==> config.mk <==
export PLATFORM = sky130hd
export DESIGN_NAME = buck_gate_seq
export DESIGN_NICKNAME = d
export VERILOG_FILES = /design/src/rtl/bgs_pkg.sv /design/src/rtl/bgs_win_timer.sv /design/src/rtl/bgs_mode_latch.sv /design/src/rtl/bgs_gate_arm.sv /design/src/rtl/buck_gate_seq.sv
export SDC_FILE = /design/constraint.sdc
export NUM_CORES = 1
export LEC_CHECK = 0
export BUFFER_PORTS_ARGS = -buffer_cell sky130_fd_sc_hd__buf_2
export CAP_MARGIN = 20
export CORE_ASPECT_RATIO = 1.2
export CORE_MARGIN = 1.5
export CORE_UTILIZATION = 38
export DETAILED_ROUTE_END_ITERATION = 16
export GPL_TIMING_DRIVEN = 0
export PLACE_DENSITY = 0.5
export SETUP_SLACK_MARGIN = 0.5
export SYNTH_ARGS = -nofsm -noshare
export SYNTH_HDL_FRONTEND = slang
export SYNTH_SLANG_ARGS = --single-unit
==> constraint.sdc <==
create_clock -name clk -period 4.2 [get_ports clk]
set_input_delay 0.21 -clock clk [delete_from_list [all_inputs] [get_ports clk]]
set_output_delay 0.21 -clock clk [all_outputs]
set_load 0.05 [all_outputs]
==> src/rtl/bgs_pkg.sv <==
// Shared types for the buck gate sequencer.
// Assumes the PWM level has already been decoded into a 2-bit code.
package bgs_pkg;
    typedef enum logic [1:0] {
        CMD_LO      = 2'b00,
        CMD_HI      = 2'b01,
        CMD_MID     = 2'b10,
        CMD_MID_ALT = 2'b11
    } pwm_cmd_e;

    // Both codes with the upper bit set mean "mid level".
    function automatic logic cmd_is_mid(input logic [1:0] c);
        return c[1];
    endfunction
endpackage

==> src/rtl/bgs_win_timer.sv <==
// Saturating run-length timer. It counts consecutive cycles in which
// `run` is high and clears whenever `run` is low. `done` is high once
// LIMIT such cycles have been seen.
// Assumes LIMIT >= 1.
module bgs_win_timer #(
    parameter int LIMIT = 4
) (
    input  logic clk,
    input  logic rst_n,
    input  logic run,
    output logic done
);
    localparam int W = $clog2(LIMIT + 1);
    localparam logic [W-1:0] LIM = W'(LIMIT);

    logic [W-1:0] cnt;

    // Count the run length, holding at the limit.
    always_ff @(posedge clk) begin
        if (!rst_n || !run) begin
            cnt <= '0;
        end else if (cnt != LIM) begin
            cnt <= cnt + 1'b1;
        end
    end

    assign done = (cnt == LIM);
endmodule

==> src/rtl/bgs_mode_latch.sv <==
// Power-up mode latch. Emulation mode is armed by a brake-low run of
// EMU_MIN_CYC cycles while the supply is good, or by brake low in the
// first supply-good cycle. It is cleared only by losing the supply or
// by reset.
// Assumes brake_n and supply_ok are already synchronous to clk.
module bgs_mode_latch #(
    parameter int EMU_MIN_CYC = 5
) (
    input  logic clk,
    input  logic rst_n,
    input  logic supply_ok,
    input  logic brake_n,
    output logic emu_mode
);
    logic sup_q;
    logic low_done;
    logic emu_q;

    bgs_win_timer #(.LIMIT(EMU_MIN_CYC)) u_low_run (
        .clk   (clk),
        .rst_n (rst_n),
        .run   (supply_ok & ~brake_n),
        .done  (low_done)
    );

    // Track the supply and set the sticky mode bit.
    always_ff @(posedge clk) begin
        if (!rst_n) begin
            sup_q <= 1'b0;
            emu_q <= 1'b0;
        end else begin
            sup_q <= supply_ok;
            emu_q <= supply_ok & (emu_q | low_done | (~brake_n & ~sup_q));
        end
    end

    assign emu_mode = emu_q;


    emu_fall_chk: assert property (@(posedge clk) disable iff (!rst_n)
        $fell(emu_q) |-> (!$past(supply_ok) || !$past(rst_n)));
endmodule

==> src/rtl/bgs_gate_arm.sv <==
// One side of the half bridge. The gate may turn on only after the
// opposite enable has been off, with its feedback flag low, for DLY_CYC
// cycles. Turn-off follows the request in the same cycle.
// Assumes the opposite side's requests never overlap with this one.
module bgs_gate_arm #(
    parameter int DLY_CYC = 4
) (
    input  logic clk,
    input  logic rst_n,
    input  logic want,
    input  logic opp_en,
    input  logic opp_fb_low,
    output logic en
);
    logic ready;
    logic on_q;

    bgs_win_timer #(.LIMIT(DLY_CYC)) u_dly (
        .clk   (clk),
        .rst_n (rst_n),
        .run   (opp_fb_low & ~opp_en),
        .done  (ready)
    );

    // Hold the gate on while requested; start it only when ready.
    always_ff @(posedge clk) begin
        if (!rst_n) begin
            on_q <= 1'b0;
        end else begin
            on_q <= want & (on_q | ready);
        end
    end

    assign en = on_q & want;


    nonovl_chk: assert property (@(posedge clk) disable iff (!rst_n)
        $rose(en) |-> (!$past(opp_en) && !opp_en));
endmodule

==> src/rtl/buck_gate_seq.sv <==
// Gate control sequencer for a synchronous buck half bridge.
// It decodes the PWM command into per-side requests, applies brake and
// supply gating, and runs the diode-emulation hold with its blanking
// and timeout windows. Index 0 is the high side, index 1 the low side.
// Assumes all inputs are synchronous to clk.
module buck_gate_seq #(
    parameter int DLY_CYC     = 4,
    parameter int BLANK_CYC   = 38,
    parameter int TMO_CYC     = 7500,
    parameter int EMU_MIN_CYC = 5
) (
    input  logic       clk,
    input  logic       rst_n,
    input  logic       supply_ok,
    input  logic       brake_n,
    input  logic [1:0] pwm_cmd,
    input  logic       zero_cur,
    input  logic       hs_fb_low,
    input  logic       ls_fb_low,
    output logic       hs_en,
    output logic       ls_en
);
    import bgs_pkg::*;

    localparam int SIDES = 2;

    logic             emu;
    logic             gate_ok;
    logic             is_mid;
    logic             mid_q;
    logic             hold_q;
    logic             blank_done;
    logic             tmo_done;
    logic [SIDES-1:0] want;
    logic [SIDES-1:0] en;
    logic [SIDES-1:0] fb_low;

    bgs_mode_latch #(.EMU_MIN_CYC(EMU_MIN_CYC)) u_mode (
        .clk       (clk),
        .rst_n     (rst_n),
        .supply_ok (supply_ok),
        .brake_n   (brake_n),
        .emu_mode  (emu)
    );

    assign gate_ok = supply_ok & brake_n;
    assign is_mid  = cmd_is_mid(pwm_cmd);

    // Per-side requests from the command, the mode and the hold state.
    always_comb begin
        want[0] = gate_ok & (pwm_cmd == CMD_HI);
        want[1] = gate_ok & ((pwm_cmd == CMD_LO) |
                             (is_mid & emu & (hold_q | ~mid_q)));
    end

    bgs_win_timer #(.LIMIT(BLANK_CYC)) u_blank (
        .clk   (clk),
        .rst_n (rst_n),
        .run   (en[1]),
        .done  (blank_done)
    );

    bgs_win_timer #(.LIMIT(TMO_CYC)) u_tmo (
        .clk   (clk),
        .rst_n (rst_n),
        .run   (hold_q),
        .done  (tmo_done)
    );

    // Emulation hold: set on entry to mid, dropped on zero current or timeout.
    always_ff @(posedge clk) begin
        if (!rst_n) begin
            mid_q  <= 1'b0;
            hold_q <= 1'b0;
        end else begin
            mid_q  <= is_mid;
            hold_q <= gate_ok & emu & is_mid &
                      (~mid_q | (hold_q & ~(zero_cur & blank_done) & ~tmo_done));
        end
    end

    assign fb_low = {ls_fb_low, hs_fb_low};

    for (genvar g = 0; g < SIDES; g++) begin : g_arm
        bgs_gate_arm #(.DLY_CYC(DLY_CYC)) u_arm (
            .clk        (clk),
            .rst_n      (rst_n),
            .want       (want[g]),
            .opp_en     (en[SIDES-1-g]),
            .opp_fb_low (fb_low[SIDES-1-g]),
            .en         (en[g])
        );
    end

    assign hs_en = en[0];
    assign ls_en = en[1];


    mutex_chk: assert property (@(posedge clk) disable iff (!rst_n)
        !(hs_en && ls_en));


    brake_off_chk: assert property (@(posedge clk) disable iff (!rst_n)
        !brake_n |-> (!hs_en && !ls_en));


    blank_hold_chk: assert property (@(posedge clk) disable iff (!rst_n)
        (hold_q && !blank_done && !tmo_done && is_mid && gate_ok && emu) |=> hold_q);
endmodule

; Word-level counts from Yosys, hierarchy flattened
; Index checks and enable logic that the tools add are counted.
; W data, S select, Z words.
[op_classes]
add_sub_neg = 5
n_eq_ne = 11
n_bitwise = 34
n_reduce_logical = 12
[op_table]
columns = op, n
row1 = $and A1 B1 Y1, 20
row2 = $add A13 B1 Y13 const B, 1
row3 = $eq A13 B13 Y1 const B, 1
row4 = $ne A13 B13 Y1 const B, 1
row5 = $add A3 B1 Y3 const B, 3
row6 = $eq A3 B3 Y1 const B, 3
row7 = $ne A3 B3 Y1 const B, 3
row8 = $not A1 Y1, 7
row9 = $or A1 B1 Y1, 7
row10 = $add A6 B1 Y6 const B, 1
row11 = $eq A6 B6 Y1 const B, 1
row12 = $logic_not A1 Y1, 6
row13 = $ne A6 B6 Y1 const B, 1
row14 = $logic_or A1 B1 Y1, 5
row15 = $eq A2 B1 Y1 const B, 1
row16 = $logic_not A2 Y1, 1
[word_totals]
reg_bits = 34
input_bits = 9
output_inout_bits = 2
wordCells = 73

; Depth between registers and ports, before layout
; Gate-level depths: netlist (run 1).
[logic_depth]
depth_word = 10
ltp_mapped = 5
mapped_depth_nobuf = 5

; By module
; A second synthesis (run 1) with hierarchy kept.
[unflattened]
hier_cells = 191
area_unflattened_um2 = 1766.7
[by_module_without_submodules]
columns = mod, n_inst, cells_per_inst, area_each_um2, seq_area_each_um2
row1 = bgs_win_timer (u_tmo), 1, 81, 708.2, 260.2
row2 = bgs_win_timer (g_arm[0].u_arm.u_dly ...), 2, 18, 165.2, 60.1
row3 = bgs_win_timer (u_blank), 1, 31, 299.0, 120.1
row4 = bgs_win_timer (u_mode.u_low_run), 1, 16, 162.7, 60.1
row5 = buck_gate_seq, 1, 13, 110.1, 40.0
row6 = bgs_gate_arm, 2, 4, 43.8, 20.0
row7 = bgs_mode_latch, 1, 6, 68.8, 40.0

; Worst setup path before layout (run 1)
; Ideal clock, no wire load.
[synth_path]
path_kind = flip-flop to flip-flop
start = register u_tmo.cnt[9]
end = register u_tmo.cnt[0]
setup_ps = 121
t_arrival_ps = 1472
required_time_ps = 4079
path_slack_ps = 2606
stages_incl_launch_ff = 4
period_less_slack_ps = 1594
path_cell_list = dfxtp_1 > or4b_1 > or3_4 > mux2_4
[synth_via]
elab_chain_len = 1
[synth_lines]
columns = element, line_no
row1 = start: declaration, bgs_win_timer.sv:16  ; logic [W-1:0] cnt;
row2 = start signal: assignment, bgs_win_timer.sv:23  ; cnt <= cnt + 1'b1;
row3 = $ne A13 B13 Y1, bgs_win_timer.sv:22  ; end else if (cnt != LIM) begin
; No other way between the ends.
; A chain may end at the register's enable or synchronous reset.

; Worst setup path in the final report (run 1)
[layout_path]
start = register u_blank.cnt[2]
end = register u_blank.cnt[0]
[layout_via]
elab_chain_len = 1
[layout_lines]
columns = element, line_no
row1 = start: declaration, bgs_win_timer.sv:16
row2 = start signal: assignment, bgs_win_timer.sv:23
row3 = $ne A6 B6 Y1, bgs_win_timer.sv:22
; No other way between the ends.

==> flow_summary.ini, run 1 <==
[clock_tree]
cts-root-buf = clkbuf_8
post-cts-setup-buffers = 0
clockBufferDepth = 2
clkSinkCount = 34
postCtsResizedCells = 0
cts_buffers = 5
cts_tree = yes
clock_latency_ns = 0.28
htree_levels = 2
clk_pin_slew_ns = 0.06
postCtsHoldBufs = 0

[worst_hold_path]
hp-class = primary input to register

[global_route]
use_met3 = 0.03102
grt_pass1_wl_um = 5954
grt_usage = 0.1594
grt_max_degree = 11
met2_usage = 0.3029
busiest_layer = met2
antenna_found_initial = 0
overflow = 0
grt_pass1_vias = 1387
grt_use_met1 = 0.1708

[power_and_ir_drop]
powerDensity_nw_per_um2 = 338.9
leakagePower_nw = 0.6680
irDropWorstVdd_mv = 0.2491

[synth]
synthFlopType = dfxtp_1
synth_edf_count = 0
seq_area_frac_synth = 0.4069
synth_warnings = 0
synth_top_area_share = 0.4069
synth.distinct_cells = 44
ys_ff_latch = 34
yosys-top-cells-count = dfxtp_1, nand2_1, nor2_1, a21oi_1, inv_1
syn_area_per_cell_um2 = 8.758
synth_nets = 210
yosys.area.top_type = dfxtp_1
synth_cells = 191
synth_area_um2 = 1673
yosys-top-cells-area = dfxtp_1, ha_1, nand2_1
yosysMostFrequentCell = dfxtp_1
synthArstFlopShare = 0

[detailed_routing]
drt_iter0_drc = 60
first_pass_iters = 4
drt-total-wl_um = 3438
avgRoutedWirePerCell_um = 12.97
drtAntennaViolNets = 0
drt-vias-per-instance = 5.366
vias = 1422
drcViolationCount = 0

[floorplanning]
io_pins = 11
die_height_um = 75.68
die-area_um2 = 4811
rows = 26
core_um2 = 4229
floorplan.initialDensity = 0.3956
die_w_um = 63.57

[setup_path]
crit_slowest_cell = nor4bb_1
cp.required_ns = 4.38
critPathMaxFanout = 6
crit_path_cell_trace = nor4bb_1, a21oi_1, nor4b_1
setup.worst_path.class = register to register
cp-start-kind = register
critPathMaxStageDelay_ns = 0.73
cp.arrival_ns = 1.89
cp_top_family = simple AND/OR/NAND/NOR gates
path_buf_inv = 0
end_kind = register

[placement]
numPortBuffers = 10
gp_congestion = 0.7407
postPlaceCellArea_um2 = 1793
hpwlAfterDp_um = 2555

[sta]
timing.final.hold_violations = 0
post-route-period-util = 0.4079
setup_viol = 0
fin_skew_ns = 0.005389
rsz0062_at_grt = no
slew_headroom = 0.3979
tns_ns = 0
fin_crit_ns = 1.713
max_freq_mhz = 583.8
slew_viol_final = 0
worst_pin_slew_ns = 0.8910

[finish]
diodes = 0
nets = 227
fillers = 449
drive_gt1_frac = 0.1148
syn_to_final_growth_pct = 13.54
post-route-cell-area_um2 = 1899

[status]
status = complete, no violations

[job]
drv_cap = 0
-- per-stage QoR --
step | hold slack (ns) | utilization | setup WS [ns] | instances | total power [mW]
after detailed placement | 0.4851 | 0.4240 | 2.524 | 257 | 0.3619
after global routing | 0.2289 | 0.4491 | 2.387 | 265 | 0.6739
final | 0.2194 | 0.4491 | 2.487 | 265 | 0.6437
after global placement | 0.4798 | 0.4240 | 2.540 | 257 | 0.3603
after floorplan | 0.3317 | - | 2.606 | 191 | 0.3509
after CTS | 0.2079 | 0.4491 | 2.515 | 265 | 0.6543
-- cell families after synthesis --
kind of cell | after synthesis | synth area share
AOI/OAI and AO/OA | 38 | 0.1444
xor gates and xnor gates | 6 | 0.03141
adders and majority gates | 10 | 0.07479
buffers and inverters | 15 | 0.03440
DFF | 34 | 0.4069
muxes | 4 | 0.02692
and+or+nand+nor | 84 | 0.2812
-- cell usage in the layout (no fill, tap or decap), types with 2 or more instances in the layout --
| cell type | count |
|---|---|
| o31ai_1 | 5 |
| a31oi_1 | 3 |
| xnor2_1 | 4 |
| nor3_1 | 5 |
| nand4_1 | 4 |
| dfxtp_1 | 34 |
| nand2b_1 | 3 |
| nor4_1 | 2 |
| xor2_1 | 2 |
| buf_2 | 11 |
| or4_1 | 4 |
| nor2_1 | 13 |
| and3_1 | 3 |
| or3_1 | 4 |
| ha_1 | 10 |
| nand3b_1 | 2 |
| a211oi_1 | 7 |
| clkbuf_1 | 4 |
| nand3_1 | 11 |
| mux2i_1 | 3 |
| o21ai_0 | 6 |
| a21oi_1 | 12 |
| nand2_1 | 17 |
| and2_1 | 2 |
| nor4b_1 | 2 |
| clkbuf_8 | 5 |
| inv_1 | 12 |
-- sequential cells by signal, summed over array words and instances (netlist names), 2 cells and up --
name	cells
u_blank.cnt	6
g_arm.u_arm.on_q	2
g_arm.u_arm.u_dly.cnt	6
u_mode.u_low_run.cnt	3
u_tmo.cnt	13
-- power by group --
group / leakage [nW] / switching, mW / internal, mW
Combinational: 0.340 / 0.0143 / 0.0107
Sequential: 0.275 / 0.00305 / 0.326
Clock: 0.0524 / 0.112 / 0.177
-- path summary, 6_finish.rpt --
check,start,to,slack (ns),depth (start not counted)
max,u_blank.cnt[2],u_blank.cnt[0],2.49,3
min,pwm_cmd[1],mid_q,0.22,2
max reg2reg,u_blank.cnt[2],u_blank.cnt[0],2.49,3
min reg2reg,u_tmo.cnt[12],u_tmo.cnt[12],0.49,2
-- layer usage --
metal | up-vias | wire length, um
met4 | 0 | 59
li1 | 732 | -
met5 | - | 0
met1 | 664 | 1529
met3 | 6 | 102
met2 | 20 | 1746
-- final cells by class --
class	count	area (um^2)	area share
buffer	3	12.51	0.006588
sequential	34	680.7	0.3584
inverter	12	45.04	0.02372
timing repair buffer	10	50.05	0.02635
tap	56	70.07	0.03689
multi-input combinational	142	934.6	0.4921
clock buffer	7	76.32	0.04018
clock inverter	1	30.03	0.01581
No activity file was read; power rests on OpenSTA's default activity.
==> run 2: changes to the inputs <==
- PLACE_DENSITY: 0.5 -> 0.52
- clock period: 4.2 -> 1.44 ns (I/O delays scaled with it)
==> run 2 against run 1 <==
- the run now ends with negative setup slack left
- non-clock buffer count up 26
- via count is 12% higher
- critical path depth stayed put
- cell count increased by 9.8%
- global-route usage grew 1.6 points
- sequential power rose to 2.9 times the previous value
- worst hold slack got worse by 0.11 ns
- routed wire length up 22%
- sequential cell count did not move
- cell area is 35% higher
- largest cell class unchanged
- largest power group unchanged
==> flow_summary.ini, run 2 (synthesis results as in run 1) <==
[worst_hold_path]
min_path_cells = 3
hp-class = primary input to register
hold_end = hold_q
holdCritStartpoint = supply_ok

[finish]
layout_commonest_cell = buf_4
drive_gt1_frac = 0.5362
layout_common_cells = buf_4, dfxtp_2, dfxtp_1, nand2_1, nor2_1
largest_registers = u_tmo.cnt (13), g_arm.u_arm.u_dly.cnt (6), u_blank.cnt (6)
diodes = 0
largest_register_ffs = 13
regMostFlops = u_tmo.cnt
nets = 253
syn_to_final_growth_pct = 52.95

[sta]
setup_viol = 6
fin_crit_ns = 1.650
post-route-period-util = 1.146
tns_ns = -0.8227
fin_skew_ns = 0.004428
rsz0062_at_grt = yes
slew_viol_final = 0
worst_pin_slew_ns = 0.3142
worst_slack_ns = -0.2100
max_freq_mhz = 606.0
timing.final.hold_violations = 0
slew_headroom = 0.7897

[clock_tree]
clkSinkCount = 34
clock_latency_ns = 0.29
cts-root-buf = clkbuf_8
htree_levels = 2
cts_tree = yes
postCtsHoldBufs = 0
clk_pin_slew_ns = 0.07
clockBufferDepth = 2
cts_buffers = 5

[setup_path]
crit_path_cell_trace = or4b_4, or3_4, mux2_4
r2r_end = u_tmo.cnt[0]
cp.required_ns = 1.61
worstReg2RegStart = u_tmo.cnt[9]
end_kind = register
worst-r2r-setup-slack_ns = -0.21
cp-start-kind = register
cp.arrival_ns = 1.82
setup.worst_path.class = register to register
critPathMaxFanout = 3
crit_slowest_cell = or4b_4
cp_top_family = simple AND/OR/NAND/NOR gates
path_buf_inv = 0
critPathMaxStageDelay_ns = 0.52
reg2reg_depth = 3

[status]
violations = negative setup slack
status = finished, violations left

[detailed_routing]
drcViolationCount = 0
drt-total-wl_um = 4198
first_pass_iters = 4
avgRoutedWirePerCell_um = 14.43
drt-vias-per-instance = 5.457
vias = 1588
drtAntennaViolNets = 0
drt_iter0_drc = 93

[placement]
numPortBuffers = 10
gp_congestion = 0.7220
hpwlAfterDp_um = 2697

[power_and_ir_drop]
p_int_mw = 1.398
seq_power_share = 0.522
powerDensity_nw_per_um2 = 713.7
power.switching_mw = 0.4281
leakagePower_nw = 0.9468
power_switching_share = 0.2344
irDropWorstVdd_mv = 0.4858
clkPwrFrac = 0.400
combPwrFrac = 0.078
power_mw = 1.826

[floorplanning]
core_um2 = 4229
die_w_um = 63.57
rows = 26
floorplan.initialDensity = 0.3956
die-area_um2 = 4811
io_pins = 11
die_height_um = 75.68

[job]
drv_cap = 0

[global_route]
grt_use_met1 = 0.1865
antenna_found_initial = 0
busiest_layer = met2
met2_usage = 0.3439
grt_pass1_wl_um = 6534
grt_max_degree = 11
grt_usage = 0.1754
overflow = 0
grt_pass1_vias = 1492
use_met3 = 0.04579
[run 2: cell types whose count changed in the layout (fill, tap and decap cells not counted), sizes merged]
cell    delta
bufinv     -1
buf       +26
clkinv     +1
[run 2: timing repair]
item / 4_1_cts / 5_1_grt
buffers inserted: 17 / 8
pin swaps: 13 / 16
cloned: 0 / 1
setup endpoints to repair: 30 / 33
resized for setup: 35 / 39
[run 2: power by group through the flow]
| stage | clock network [mW] | logic, mW | registers [mW] |
|---|---|---|---|
| floorplan | 0 | 0.0547 | 0.977 |
| global placement | 0 | 0.0831 | 0.978 |
| detailed placement | 0 | 0.0868 | 0.979 |
| CTS | 0.746 | 0.123 | 0.954 |
| global route | 0.784 | 0.155 | 0.954 |
| finish | 0.731 | 0.143 | 0.953 |
[run 2: final cells by class]
type | count | area [um^2]
Fill cell | 387 | 1670
Multi-Input combinational cell | 142 | 1282
Timing Repair Buffer | 36 | 321.6
Tap cell | 56 | 70.07
Sequential cell | 34 | 724.4
Inverter | 12 | 45.04
Clock inverter | 1 | 5.005
Buffer | 3 | 23.77
Clock buffer | 7 | 86.33
[run 2: through the flow]
| step | area [um^2] | util | hold slack [ns] | setup slack [ns] | std cells |
|---|---|---|---|---|---|
| 3_5_place_dp | 1943 | 0.4595 | 0.3867 | -0.2161 | 257 |
| 3_3_place_gp | 1943 | 0.4595 | 0.3781 | -0.1972 | 257 |
| 2_1_floorplan | 1823 | - | 0.1937 | -0.1489 | 191 |
| 4_1_cts | 2315 | 0.5473 | 0.1002 | -0.2145 | 282 |
| 6_report | 2559 | 0.6050 | 0.1088 | -0.2100 | 291 |
| 5_1_grt | 2559 | 0.6050 | 0.1137 | -0.2340 | 291 |
[run 2: worst min-delay path: stages]
cell and delay [ns]:
buf_2 0.14, nand3_1 0.07, o31ai_1 0.07
[run 2: worst max path at each step]
| stage | startpoint | to | depth (start not counted) |
|---|---|---|---|
| final | u_tmo.cnt[9] | u_tmo.cnt[0] | 3 |
| after global routing | u_tmo.cnt[9] | u_tmo.cnt[0] | 3 |
| after CTS | u_tmo.cnt[9] | u_tmo.cnt[0] | 3 |
| after detailed placement | u_tmo.cnt[9] | u_tmo.cnt[0] | 3 |
| after global placement | u_tmo.cnt[9] | u_tmo.cnt[0] | 3 |
| after floorplan | u_tmo.cnt[9] | u_tmo.cnt[0] | 3 |
[run 2: per-layer routing]
| metal | up-vias | wire length (um) |
|---|---|---|
| met5 | - | 0 |
| met4 | 0 | 65 |
| met3 | 9 | 119 |
| met2 | 23 | 2280 |
| met1 | 779 | 1732 |
| li1 | 777 | - |
==> run 3: changes to the inputs <==
- ABC_AREA: default -> 1
==> run 3 against run 2 <==
- the flow now finishes without violations
- sequential share of layout area increased by 0.78 points
- worst hold slack got worse by 0.088 ns
- combinational power decreased by 31%
- sequential cell count unchanged
- routed wire length decreased by 17%
- fmax increased by 30%
- power increased by 5.9%
- setup slack improved by 0.38 ns
- count of clock-buffer cells in the layout decreased by 2
- utilization decreased by 2.7 points
- critical path type is now register to primary output
- largest cell class unchanged
==> flow_summary.ini, run 3 <==
[status]
status = complete, no violations

[clock_tree]
cts_buffers = 5
cts_tree = yes
cts-root-buf = clkbuf_8
clockBufferDepth = 2
htree_levels = 2
postCtsHoldBufs = 0
clock_latency_ns = 0.29
clk_pin_slew_ns = 0.08
clkSinkCount = 34

[sta]
timing.final.hold_violations = 0
setup_viol = 0
tns_ns = 0
slew_viol_final = 0
fin_crit_ns = 1.268
worst_slack_ns = 0.1716
post-route-period-util = 0.8809
max_freq_mhz = 788.4
slew_headroom = 0.7759
rsz0062_at_grt = yes
worst_pin_slew_ns = 0.3354
fin_skew_ns = 0.007703

[floorplanning]
die-area_um2 = 4945
core_um2 = 4294
die_height_um = 76.74
rows = 26
floorplan.initialDensity = 0.4009
io_pins = 11
die_w_um = 64.45

[synth]
yosys-top-cells-count = nand2_1, inv_1, nor2_1, dfxtp_1, nand3_1
synth_area_um2 = 1722
yosys.area.top_type = dfxtp_1
yosysMostFrequentCell = nand2_1
synth_warnings = 0
synth.distinct_cells = 26
synth_cells = 232
synthFlopType = dfxtp_1
syn_area_per_cell_um2 = 7.421
synthArstFlopShare = 0
synth_top_area_share = 0.3953
yosys-top-cells-area = dfxtp_1, nand2_1, inv_1
seq_area_frac_synth = 0.3953
ys_ff_latch = 34
synth_edf_count = 0
synth_nets = 251

[global_route]
antenna_found_initial = 0
grt_max_degree = 13
grt_usage = 0.1530
overflow = 0
grt_pass1_vias = 1444
grt_pass1_wl_um = 5892

[placement]
hpwlAfterDp_um = 2332
gp_congestion = 0.7150
numPortBuffers = 9
postPlaceCellArea_um2 = 1921
dp_slack_ns = 0.2441

[setup_path]
cp.arrival_ns = 1.20
cp.required_ns = 1.37
critPathMaxFanout = 2
cp-start-kind = register
reg2reg_depth = 7
setup.worst_path.class = register to primary output
end_kind = primary output

[worst_hold_path]
hp-class = primary input to register
min_path_cells = 3

[detailed_routing]
drtAntennaViolNets = 0
drcViolationCount = 0
drt-vias-per-instance = 4.616
drt-total-wl_um = 3483
drt_iter0_drc = 34
first_pass_iters = 4
vias = 1491
avgRoutedWirePerCell_um = 10.78

[finish]
layout_commonest_cell = nand2_1
seq_area_um2 = 721.9
largest_register_ffs = 13
utilization = 0.5778
layout_common_cells = nand2_1, nor2_1, inv_1, dfxtp_1, inv_2
nets = 285
fillers = 419
syn_to_final_growth_pct = 44.11
drive_gt1_frac = 0.5243
multi_input_area_um2 = 1197
diodes = 0
largest_registers = u_tmo.cnt (13), g_arm.u_arm.u_dly.cnt (6), u_blank.cnt (6)
post-route-cell-area_um2 = 2481
regMostFlops = u_tmo.cnt

[power_and_ir_drop]
irDropWorstVdd_mv = 0.5875
powerDensity_nw_per_um2 = 779.1
leakagePower_nw = 0.9994
power_mw = 1.933

[job]
drv_cap = 0
run 3: final cells by class:
| type | instances | share of cell area |
|---|---|---|
| plain buffers | 1 | 0.002017 |
| clock buffers | 5 | 0.02774 |
| clock inverters | 3 | 0.01765 |
| inverters | 38 | 0.06404 |
| multi-input cells | 159 | 0.4826 |
| flip-flops and latches | 34 | 0.2910 |
| well taps | 56 | 0.02824 |
| repair buffers | 26 | 0.08371 |
| repair inverters | 1 | 0.003026 |
run 3: per-stage QoR:
stage,std cells,hold WS [ns]
after floorplan,232,0.1843
after global placement,297,0.3216
after detailed placement,297,0.3263
after CTS,316,0.01655
after global routing,323,0.01826
final,323,0.02081
run 3: timing repair:
item / in CTS / in global routing
setup buffers: 10 / 7
hold endpoints to repair: 0 / 0
setup endpoints to repair: 33 / 32
pin swaps: 22 / 19
resized for setup: 57 / 43
cloned: 1 / 0
run 3: layer usage:
metal	vias to the layer above	wire length, um	GRT usage	share of wire
li1	785	-	-	-
met2	13	1966	0.2854	0.56
met4	0	62	0.06383	0.018
met1	687	1363	0.1526	0.39
met3	6	91	0.04839	0.026
met5	-	0	0	0
run 3: critical path, stage by stage, from the launching register on:
cell,delay (ns)
dfxtp_2,0.34
inv_2,0.03
nand2_2,0.05
nand3_2,0.06
o21ai_2,0.07
nand3_2,0.12
clkinvlp_4,0.09
buf_8,0.13
run 3: power by group:
part	switching, mW	internal, mW	leakage (nW)
logic	0.0484	0.0498	0.658
clock network	0.367	0.516	0.0547
registers	0.0118	0.940	0.287
total	0.427	1.51	0.999
run 3: cells by family (layout without fill, tap and decap cells):
kind of cell | Yosys count | count (layout) | share of synthesized area
AND/OR/NAND/NOR | 112 | 112 | 0.3045
buffers and inverters | 39 | 74 | 0.08648
AO/OA/AOI/OAI | 26 | 26 | 0.08503
XOR/XNOR | 11 | 11 | 0.05596
adder cells (fa/ha/maj) | 10 | 10 | 0.07267
flip-flops | 34 | 34 | 0.3953
run 3: worst paths after layout:
kind                start  slack, ns            to
max                hold_q       0.17         ls_en
min             supply_ok       0.02  u_mode.sup_q
max reg2reg  u_tmo.cnt[0]       0.27  u_tmo.cnt[3]
min reg2reg         mid_q       0.44        hold_q
